--- src/rtl/dts_pkg.sv ---
package dts_pkg;

    localparam int N_STAGE = 3;
    localparam int NXT_W   = 2;

    typedef enum logic [2:0] {
        ST_IDLE   = 3'd0,
        ST_STAGE1 = 3'd1,
        ST_STAGE2 = 3'd2,
        ST_STAGE3 = 3'd3,
        ST_FINAL  = 3'd4
    } seq_state_e;

    function automatic seq_state_e decode_next(input logic [NXT_W-1:0] code);
        seq_state_e s;
        unique case (code)
            2'd0:    s = ST_STAGE1;
            2'd1:    s = ST_STAGE2;
            2'd2:    s = ST_STAGE3;
            default: s = ST_FINAL;
        endcase
        return s;
    endfunction

endpackage

--- src/rtl/dts_match_qual.sv ---
module dts_match_qual (
    input  logic clk,
    input  logic rst_n,
    input  logic clr_i,
    input  logic hit_i,
    input  logic tag_mode_i,
    input  logic boundary_i,
    input  logic exec_i,
    input  logic flush_i,
    output logic qual_o
);
    logic pend_q;
    logic strobe;
    logic drop;

    assign strobe = tag_mode_i ? exec_i : boundary_i;
    assign drop   = tag_mode_i & flush_i;
    assign qual_o = pend_q & strobe & ~drop;

    always_ff @(posedge clk or negedge rst_n) begin
        if (!rst_n)
            pend_q <= 1'b0;
        else if (clr_i)
            pend_q <= 1'b0;
        else
            pend_q <= hit_i | (pend_q & ~strobe & ~drop);
    end

    // nothing pending and no new hit means no qualification next cycle
    a_r5_no_spurious_qual: assert property (@(posedge clk) disable iff (!rst_n)
        (!pend_q && !hit_i) |=> !qual_o);

    // a flushed tagged hit cannot qualify in the following cycle
    a_r6_flush_drops: assert property (@(posedge clk) disable iff (!rst_n)
        (tag_mode_i && flush_i && !hit_i) |=> !qual_o);

    // clearing while idle leaves nothing to qualify
    a_r11_clear_empties: assert property (@(posedge clk) disable iff (!rst_n)
        clr_i |=> !qual_o);

endmodule

--- src/rtl/dts_step.sv ---
module dts_step
    import dts_pkg::*;
#(
    parameter  int NUM_CMP = 3,
    localparam int SEL_W   = (NUM_CMP > 1) ? $clog2(NUM_CMP) : 1
) (
    input  seq_state_e                  state_i,
    input  logic [NUM_CMP-1:0]          qual_i,
    input  logic [N_STAGE*NXT_W-1:0]    seq_next_i,
    input  logic [N_STAGE*SEL_W-1:0]    seq_sel_i,
    output logic                        step_o,
    output seq_state_e                  target_o
);
    logic [SEL_W-1:0] sel;
    logic [NXT_W-1:0] nxt;
    logic             active;
    logic             hit;

    always_comb begin
        sel    = '0;
        nxt    = '0;
        active = 1'b0;
        for (int k = 0; k < N_STAGE; k++) begin
            if (state_i == seq_state_e'(3'(k + 1))) begin
                active = 1'b1;
                sel    = seq_sel_i[k*SEL_W +: SEL_W];
                nxt    = seq_next_i[k*NXT_W +: NXT_W];
            end
        end
        hit = 1'b0;
        for (int c = 0; c < NUM_CMP; c++) begin
            if (sel == SEL_W'(c))
                hit = qual_i[c];
        end
        step_o   = active & hit;
        target_o = decode_next(nxt);
    end

endmodule

--- src/rtl/dbg_trig_seq.sv ---
module dbg_trig_seq
    import dts_pkg::*;
#(
    parameter  int NUM_CMP = 3,
    localparam int SEL_W   = (NUM_CMP > 1) ? $clog2(NUM_CMP) : 1
) (
    input  logic                     clk,
    input  logic                     rst_n,
    input  logic                     arm_i,
    input  logic                     disarm_i,
    input  logic                     trig_i,
    input  logic [NUM_CMP-1:0]       cmp_hit_i,
    input  logic [NUM_CMP-1:0]       cmp_tag_i,
    input  logic                     boundary_i,
    input  logic                     exec_i,
    input  logic                     flush_i,
    input  logic [N_STAGE*NXT_W-1:0] seq_next_i,
    input  logic [N_STAGE*SEL_W-1:0] seq_sel_i,
    input  logic                     trace_en_i,
    input  logic                     brk_en_i,
    input  logic                     brk_swi_i,
    output logic [2:0]               state_o,
    output logic                     trace_start_o,
    output logic                     brk_req_o,
    output logic                     brk_type_o
);
    seq_state_e         state_q;
    seq_state_e         state_d;
    seq_state_e         target;
    logic [NUM_CMP-1:0] qual;
    logic               step;
    logic               idle;
    logic               enter_final;

    assign idle = (state_q == ST_IDLE);

    for (genvar c = 0; c < NUM_CMP; c++) begin : g_qual
        dts_match_qual u_qual (
            .clk        (clk),
            .rst_n      (rst_n),
            .clr_i      (idle),
            .hit_i      (cmp_hit_i[c]),
            .tag_mode_i (cmp_tag_i[c]),
            .boundary_i (boundary_i),
            .exec_i     (exec_i),
            .flush_i    (flush_i),
            .qual_o     (qual[c])
        );
    end

    dts_step #(.NUM_CMP(NUM_CMP)) u_step (
        .state_i    (state_q),
        .qual_i     (qual),
        .seq_next_i (seq_next_i),
        .seq_sel_i  (seq_sel_i),
        .step_o     (step),
        .target_o   (target)
    );

    // next-state decision
    always_comb begin
        state_d = state_q;
        unique case (state_q)
            ST_IDLE: begin
                if (arm_i)
                    state_d = ST_STAGE1;
            end
            ST_STAGE1, ST_STAGE2, ST_STAGE3: begin
                if (trig_i)
                    state_d = ST_FINAL;
                else if (step)
                    state_d = target;
            end
            ST_FINAL: state_d = ST_FINAL;
            default:  state_d = ST_IDLE;
        endcase
        if (disarm_i)
            state_d = ST_IDLE;
    end

    // state register
    always_ff @(posedge clk or negedge rst_n) begin
        if (!rst_n)
            state_q <= ST_IDLE;
        else
            state_q <= state_d;
    end

    assign enter_final = (state_d == ST_FINAL) && (state_q != ST_FINAL);

    // outputs
    always_ff @(posedge clk or negedge rst_n) begin
        if (!rst_n) begin
            trace_start_o <= 1'b0;
            brk_req_o     <= 1'b0;
            brk_type_o    <= 1'b0;
        end else begin
            trace_start_o <= enter_final & trace_en_i;
            brk_req_o     <= enter_final & brk_en_i;
            if (enter_final)
                brk_type_o <= brk_swi_i;
        end
    end

    assign state_o = state_q;

    // disarm always wins
    a_r3_disarm_idle: assert property (@(posedge clk) disable iff (!rst_n)
        disarm_i |=> state_q == ST_IDLE);

    // arming from idle enters the first stage
    a_r2_arm_stage1: assert property (@(posedge clk) disable iff (!rst_n)
        (idle && arm_i && !disarm_i) |=> state_q == ST_STAGE1);

    // software trigger from an armed stage reaches final
    a_r7_trig_final: assert property (@(posedge clk) disable iff (!rst_n)
        (trig_i && !disarm_i && !idle) |=> state_q == ST_FINAL);

    // final holds until disarm
    a_r8_final_hold: assert property (@(posedge clk) disable iff (!rst_n)
        (state_q == ST_FINAL && !disarm_i) |=> state_q == ST_FINAL);

    // halt request lasts one cycle
    a_r8_brk_single: assert property (@(posedge clk) disable iff (!rst_n)
        brk_req_o |=> !brk_req_o);

    // pulses appear only while final is shown
    a_r8_pulse_in_final: assert property (@(posedge clk) disable iff (!rst_n)
        (brk_req_o || trace_start_o) |-> state_q == ST_FINAL);

endmodule

--- config.mk ---
export PLATFORM = sky130hd
export DESIGN_NAME = dbg_trig_seq
export DESIGN_NICKNAME = d
export VERILOG_FILES = /design/src/rtl/dts_pkg.sv /design/src/rtl/dts_match_qual.sv /design/src/rtl/dts_step.sv /design/src/rtl/dbg_trig_seq.sv
export SDC_FILE = /design/constraint.sdc
export NUM_CORES = 1
export LEC_CHECK = 0
export BUFFER_PORTS_ARGS = -buffer_cell sky130_fd_sc_hd__clkbuf_2
export CAP_MARGIN = 40
export CORE_MARGIN = 8
export CORE_UTILIZATION = 30
export DETAILED_ROUTE_END_ITERATION = 8
export HOLD_SLACK_MARGIN = 0.05
export PLACE_DENSITY = 0.65
export RECOVER_POWER = 25
export REMOVE_ABC_BUFFERS = 1
export SYNTH_ARGS = -nofsm -noshare
export SYNTH_HDL_FRONTEND = slang
export SYNTH_SLANG_ARGS = --single-unit
export TNS_END_PERCENT = 5
--- constraint.sdc ---
create_clock -name clk -period 2.9 [get_ports clk]
set_input_delay 0.58 -clock clk [delete_from_list [all_inputs] [get_ports clk]]
set_output_delay 0.58 -clock clk [all_outputs]
set_load 0.005 [all_outputs]
==> impl_metrics.tcl, run 1 <==
set metrics [dict create \
    status "completed" \
    fin_crit_ns 2.50 \
    drive_above_1_share 0.387 \
    postRouteAntennaNets 0 \
    finClkSkew_ns 0.00266 \
    setup_violations 0 \
    fin_area_um2 893 \
    postLayoutCoreUtil 0.412 \
    total_power_mw 0.313 \
    cts_tree "yes" \
    ios 35 \
    arrival_ns 2.64 \
    synth_cell_type_count 33 \
    dp_hpwl_um 1420 \
    port_buffers 34 \
    place_inst 135 \
    dpl_cell_area_um2 868 \
    crit_fanout 12 \
    tightest_slew_ns 0.473 \
    die_area_mm2 0.00404 \
    clock.fmax_mhz 400 \
    worstPathRequired_ns 3.04 \
    grt_max_degree 14 \
    synthAdderAreaFrac 0.0185 \
    cts_setup_buffers 0 \
    combPwrFrac 0.240 \
    cts_hold_buf 0 \
    firstDrtPassIters 3 \
    grt_overflow 0 \
    ys_dominant_reg_cell "dfrtp_1" \
    post-route-drc-count 0 \
    avgSynthCellArea_um2 8.92 \
    clock-sinks 9 \
    rsz0062_at_grt "false" \
    antenna_found_initial 0 \
    syn-cell-area_um2 678 \
    synthCells 76 \
    wl_per_cell_um 12.5 \
    setup_tns_ns 0 \
    powerDensity_mw_per_mm2 350 \
    power_switching_mw 0.0836 \
    fp.dieW_um 63.5 \
    vias 680 \
    reg2regPathDepth 7 \
    slew_headroom 0.685 \
    grtUsageTotal 0.0851 \
    synthToLayoutAreaGrowth_pct 31.7 \
    fin_crit_sh 0.863 \
    fin_cells 139 \
    cts_resized 0 \
    synth_compound_area_frac 0.247 \
    post_drt_via_cell_ratio 4.89 \
    ys_ff_latch 9 \
    netSwitchingFraction 0.267 \
    crit_type "reg2reg" \
    grt_pass1_vias 692 \
    reg2reg_to "brk_type_o" \
    finalHoldViolCount 0 \
    timing.final.max_slew_violations 0 \
    async_flop_share 1.00 \
    clkPwrFrac 0.291 \
    cts_buffers 3 \
    cap_violations 0 \
    clk_latency_ns 0.25 \
    grt_first_pass_wirelength_um 2960 \
    clockBufferDepth 2 \
    n_antenna_cell 0 \
    p_leak_nw 0.428 \
    synth_mux_area_frac 0.0996 \
    start_util 0.313 \
    vdd_drop_max_uv 275 \
    synth_top_family_by_area "simple AND/OR/NAND/NOR gates" \
    p_int_mw 0.229 \
    drtIter0Drc 14 \
    synth_xor_area_frac 0 \
    end_kind "flip-flop" \
    routabilityCongestion 0.746 \
    holdCritPathClass "in2async" \
    synth_edf_count 0 \
    r2r_slack_ns 0.40 \
    die_y_um 63.5 \
    row_count 17 \
    wl_um 1740 \
    core_mm2 0.00217 \
    seqPwrFrac 0.468 \
    htreeDepth 1 \
    yosys.area_share.simple 0.275 \
    startpoint_type "flip-flop" \
    ys_seq_area_frac 0.332 \
    cts_root_buf "clkbuf_4" \
    path_clk_slew_ns 0.06 \
    ys_warn_count 0 \
    reg2reg_from "state_o[1]" \
    fin_nets 142 \
]
==> placed cells by master, fill, tap and decap left out, types with 2 or more instances in the layout <==
master	count
nand3b_1	2
and3b_1	2
clkbuf_4	3
a211o_1	2
nor2b_1	5
nand2_1	6
and2_1	2
or3_1	2
o21ai_0	5
dfrtp_1	9
a21oi_1	6
nor2_1	8
nor3_1	2
clkbuf_2	33
mux2_2	2
mux2i_1	3
a31oi_1	2
clkbuf_1	2
==> per-layer routing <==
| layer | up-vias | part of all wire | track usage |
|---|---|---|---|
| met5 | - | 0 | 0 |
| met3 | 0 | 0.092 | 0.0406 |
| met4 | 0 | 0 | 0.0251 |
| li1 | 350 | - | - |
| met2 | 24 | 0.42 | 0.131 |
| met1 | 306 | 0.49 | 0.102 |
==> worst max path at each step <==
stage,startpoint,end,depth (start not counted)
after floorplan,state_o[1],brk_type_o,7
after global placement,seq_sel_i[5],brk_type_o,8
after detailed placement,state_o[1],brk_type_o,7
after CTS,state_o[1],brk_type_o,7
after global routing,state_o[1],brk_type_o,7
final,state_o[1],brk_type_o,7
==> logic make-up (layout without fill, tap and decap cells) <==
logic type / count (synthesis) / count (layout)
and+or+nand+nor: 33 / 33
AOI/OAI and AO/OA: 23 / 23
DFF: 9 / 9
muxes: 6 / 6
buffers and inverters: 4 / 39
adders and majority gates: 1 / 1
==> through the flow <==
step                      hold slack (ns)  setup slack (ns)
after floorplan                     0.284             0.633
after global placement              0.448             0.510
after detailed placement            0.447             0.398
after CTS                           0.170             0.391
after global routing                0.283             0.209
final                               0.253             0.398
==> worst max-delay path, cell delays in order (launching register included) <==
cell	delay [ns]
dfrtp_1	0.61
mux2i_1	0.19
a211oi_4	0.31
mux2i_1	0.32
a21o_1	0.21
a21oi_1	0.09
and4bb_4	0.35
mux2_4	0.29
==> flip-flops by register name, indices dropped and copies added (netlist names) <==
signal	count
trace_start_o	1
brk_type_o	1
brk_req_o	1
state_o	3
g_qual.u_qual.pend_q	3
==> power by group through the flow <==
stage / Combinational (mW) / Sequential, mW / Clock [mW]
2_1_floorplan: 0.0392 / 0.147 / 0
3_3_place_gp: 0.0747 / 0.148 / 0
3_5_place_dp: 0.0767 / 0.148 / 0
4_1_cts: 0.0767 / 0.146 / 0.0962
5_1_grt: 0.0851 / 0.148 / 0.105
6_report: 0.0752 / 0.147 / 0.0911
==> synthesized netlist by cell type (all sizes together), types with 3 or more instances <==
master	count	area, um^2
mux2	3	37.5
nor2b	5	31.3
a21oi	7	38.8
nor2	8	30.0
dfrtp	9	225
o21ai	5	25.0
mux2i	3	30.0
nand2	6	22.5
==> area by class of cell <==
class / count / area, um^2
fillers: 237 / 1280
repair buffers: 34 / 169
clock buffers: 4 / 26.3
flip-flops and latches: 9 / 225
well taps: 28 / 35.0
multi-input cells: 63 / 434
inverters: 1 / 3.75
No activity file was read; power rests on OpenSTA's default activity.
==> run 2: changes to the inputs <==
==> constraint.sdc (replaced) <==
create_clock -name clk -period 2.73 [get_ports clk]
set_input_delay 0.546 -clock clk [delete_from_list [all_inputs] [get_ports clk]]
set_output_delay 0.546 -clock clk [all_outputs]
set_load 0.005 [all_outputs]
==> impl_metrics.tcl, run 2 (same netlist as run 1, synthesis figures left out) <==
set metrics [dict create \
    grt_pass1_vias 723 \
    ff_latch_area_um2 225 \
    postRouteAntennaNets 0 \
    powerDensity_mw_per_mm2 378 \
    drive_above_1_share 0.387 \
    ios 35 \
    final_common_cell "clkbuf_2" \
    fin_crit_ns 2.47 \
    die_area_mm2 0.00404 \
    crit_fanout 12 \
    multi_input_area_um2 434 \
    arrival_ns 2.62 \
    routabilityCongestion 0.799 \
    n_antenna_cell 0 \
    grtUsageTotal 0.0894 \
    setup_violations 0 \
    fin_nets 142 \
    crit_type "reg2reg" \
    cap_violations 0 \
    fin_crit_sh 0.906 \
    rsz0062_at_grt "false" \
    clock-sinks 9 \
    end_kind "flip-flop" \
    finalHoldViolCount 0 \
    clockBufferDepth 2 \
    dp_hpwl_um 1460 \
    cts_setup_buffers 0 \
    post-route-drc-count 0 \
    path_clk_slew_ns 0.06 \
    setup_tns_ns 0 \
    antenna_found_initial 0 \
    synthToLayoutAreaGrowth_pct 31.7 \
    drtIter0Drc 19 \
    cts_root_buf "clkbuf_4" \
    fill_cells 229 \
    clock.fmax_mhz 404 \
    timing.final.max_slew_violations 0 \
    die_y_um 63.5 \
    fp.dieW_um 63.5 \
    finClkSkew_ns 0.000380 \
    final_cell_mix "clkbuf_2 (33), dfrtp_1 (9), nor2_1 (8)" \
    tightest_slew_ns 0.525 \
    p_leak_nw 0.428 \
    wl_um 1770 \
    port_buffers 34 \
    clk_latency_ns 0.26 \
    row_count 17 \
    worstPathRequired_ns 2.87 \
    start_util 0.313 \
    core_mm2 0.00217 \
    cts_hold_buf 0 \
    status "completed" \
    startpoint_type "flip-flop" \
    holdCritPathClass "in2async" \
    cts_resized 0 \
    wl_per_cell_um 12.7 \
    grt_first_pass_wirelength_um 3010 \
    htreeDepth 1 \
    holdWs_ns 0.222 \
    post_drt_via_cell_ratio 5.01 \
    firstDrtPassIters 4 \
    vias 697 \
    slew_headroom 0.647 \
    vdd_drop_max_uv 312 \
    cts_tree "yes" \
    cts_buffers 3 \
    grt_overflow 0 \
    grt_max_degree 14 \
]
-- run 2: cell counts in the layout (fill, tap and decap cells not counted) --
No cell type changed its count.
-- run 2: per-layer routing --
metal / vias up / part of all wire / global-route usage
met5: - / 0 / 0
met4: 0 / 0.0051 / 0.0334
met3: 2 / 0.12 / 0.0495
met2: 30 / 0.44 / 0.142
met1: 317 / 0.44 / 0.0971
li1: 348 / - / -
-- run 2: cell type report --
| type | count | area share |
|---|---|---|
| tap | 28 | 0.0392 |
| inverter | 1 | 0.00420 |
| multi-input combinational | 63 | 0.486 |
| sequential | 9 | 0.252 |
| clock buffer | 4 | 0.0294 |
| timing repair buffer | 34 | 0.189 |
-- run 2: worst paths after layout --
path	slack, ns	start	cells past startpoint	to
worst min-delay path	0.22	rst_n	1	trace_start_o
min in group clk	0.49	disarm_i	2	state_o[2]
worst max register to register	0.26	state_o[1]	7	brk_type_o
worst min register to register	0.52	g_qual[0].u_qual.pend_q	2	g_qual[0].u_qual.pend_q
worst max-delay path	0.26	state_o[1]	7	brk_type_o
max in group asynchronous	2.18	rst_n	1	state_o[1]
-- run 2: report_power, final --
group          internal [mW]  switching, mW
sequential             0.144         0.0119
combinational         0.0439         0.0365
clock                 0.0563         0.0459
total                  0.244         0.0943
-- run 2: stage by stage --
step | std cells | cell area (um^2) | total power [mW] | util | worst slack [ns]
5_1_grt | 139 | 893 | 0.365 | 0.412 | 0.0442
6_report | 139 | 893 | 0.338 | 0.412 | 0.257
3_3_place_gp | 135 | 868 | 0.237 | 0.400 | 0.363
2_1_floorplan | 73 | 663 | 0.198 | - | 0.463
3_5_place_dp | 135 | 868 | 0.239 | 0.400 | 0.254
4_1_cts | 139 | 895 | 0.343 | 0.412 | 0.227
-- run 2: worst max-delay path, stage by stage, from the launching register on --
cell	delay [ns]
dfrtp_1	0.59
mux2i_1	0.20
a211oi_4	0.32
mux2i_1	0.31
a21o_1	0.21
a21oi_1	0.09
and4bb_4	0.35
mux2_4	0.30
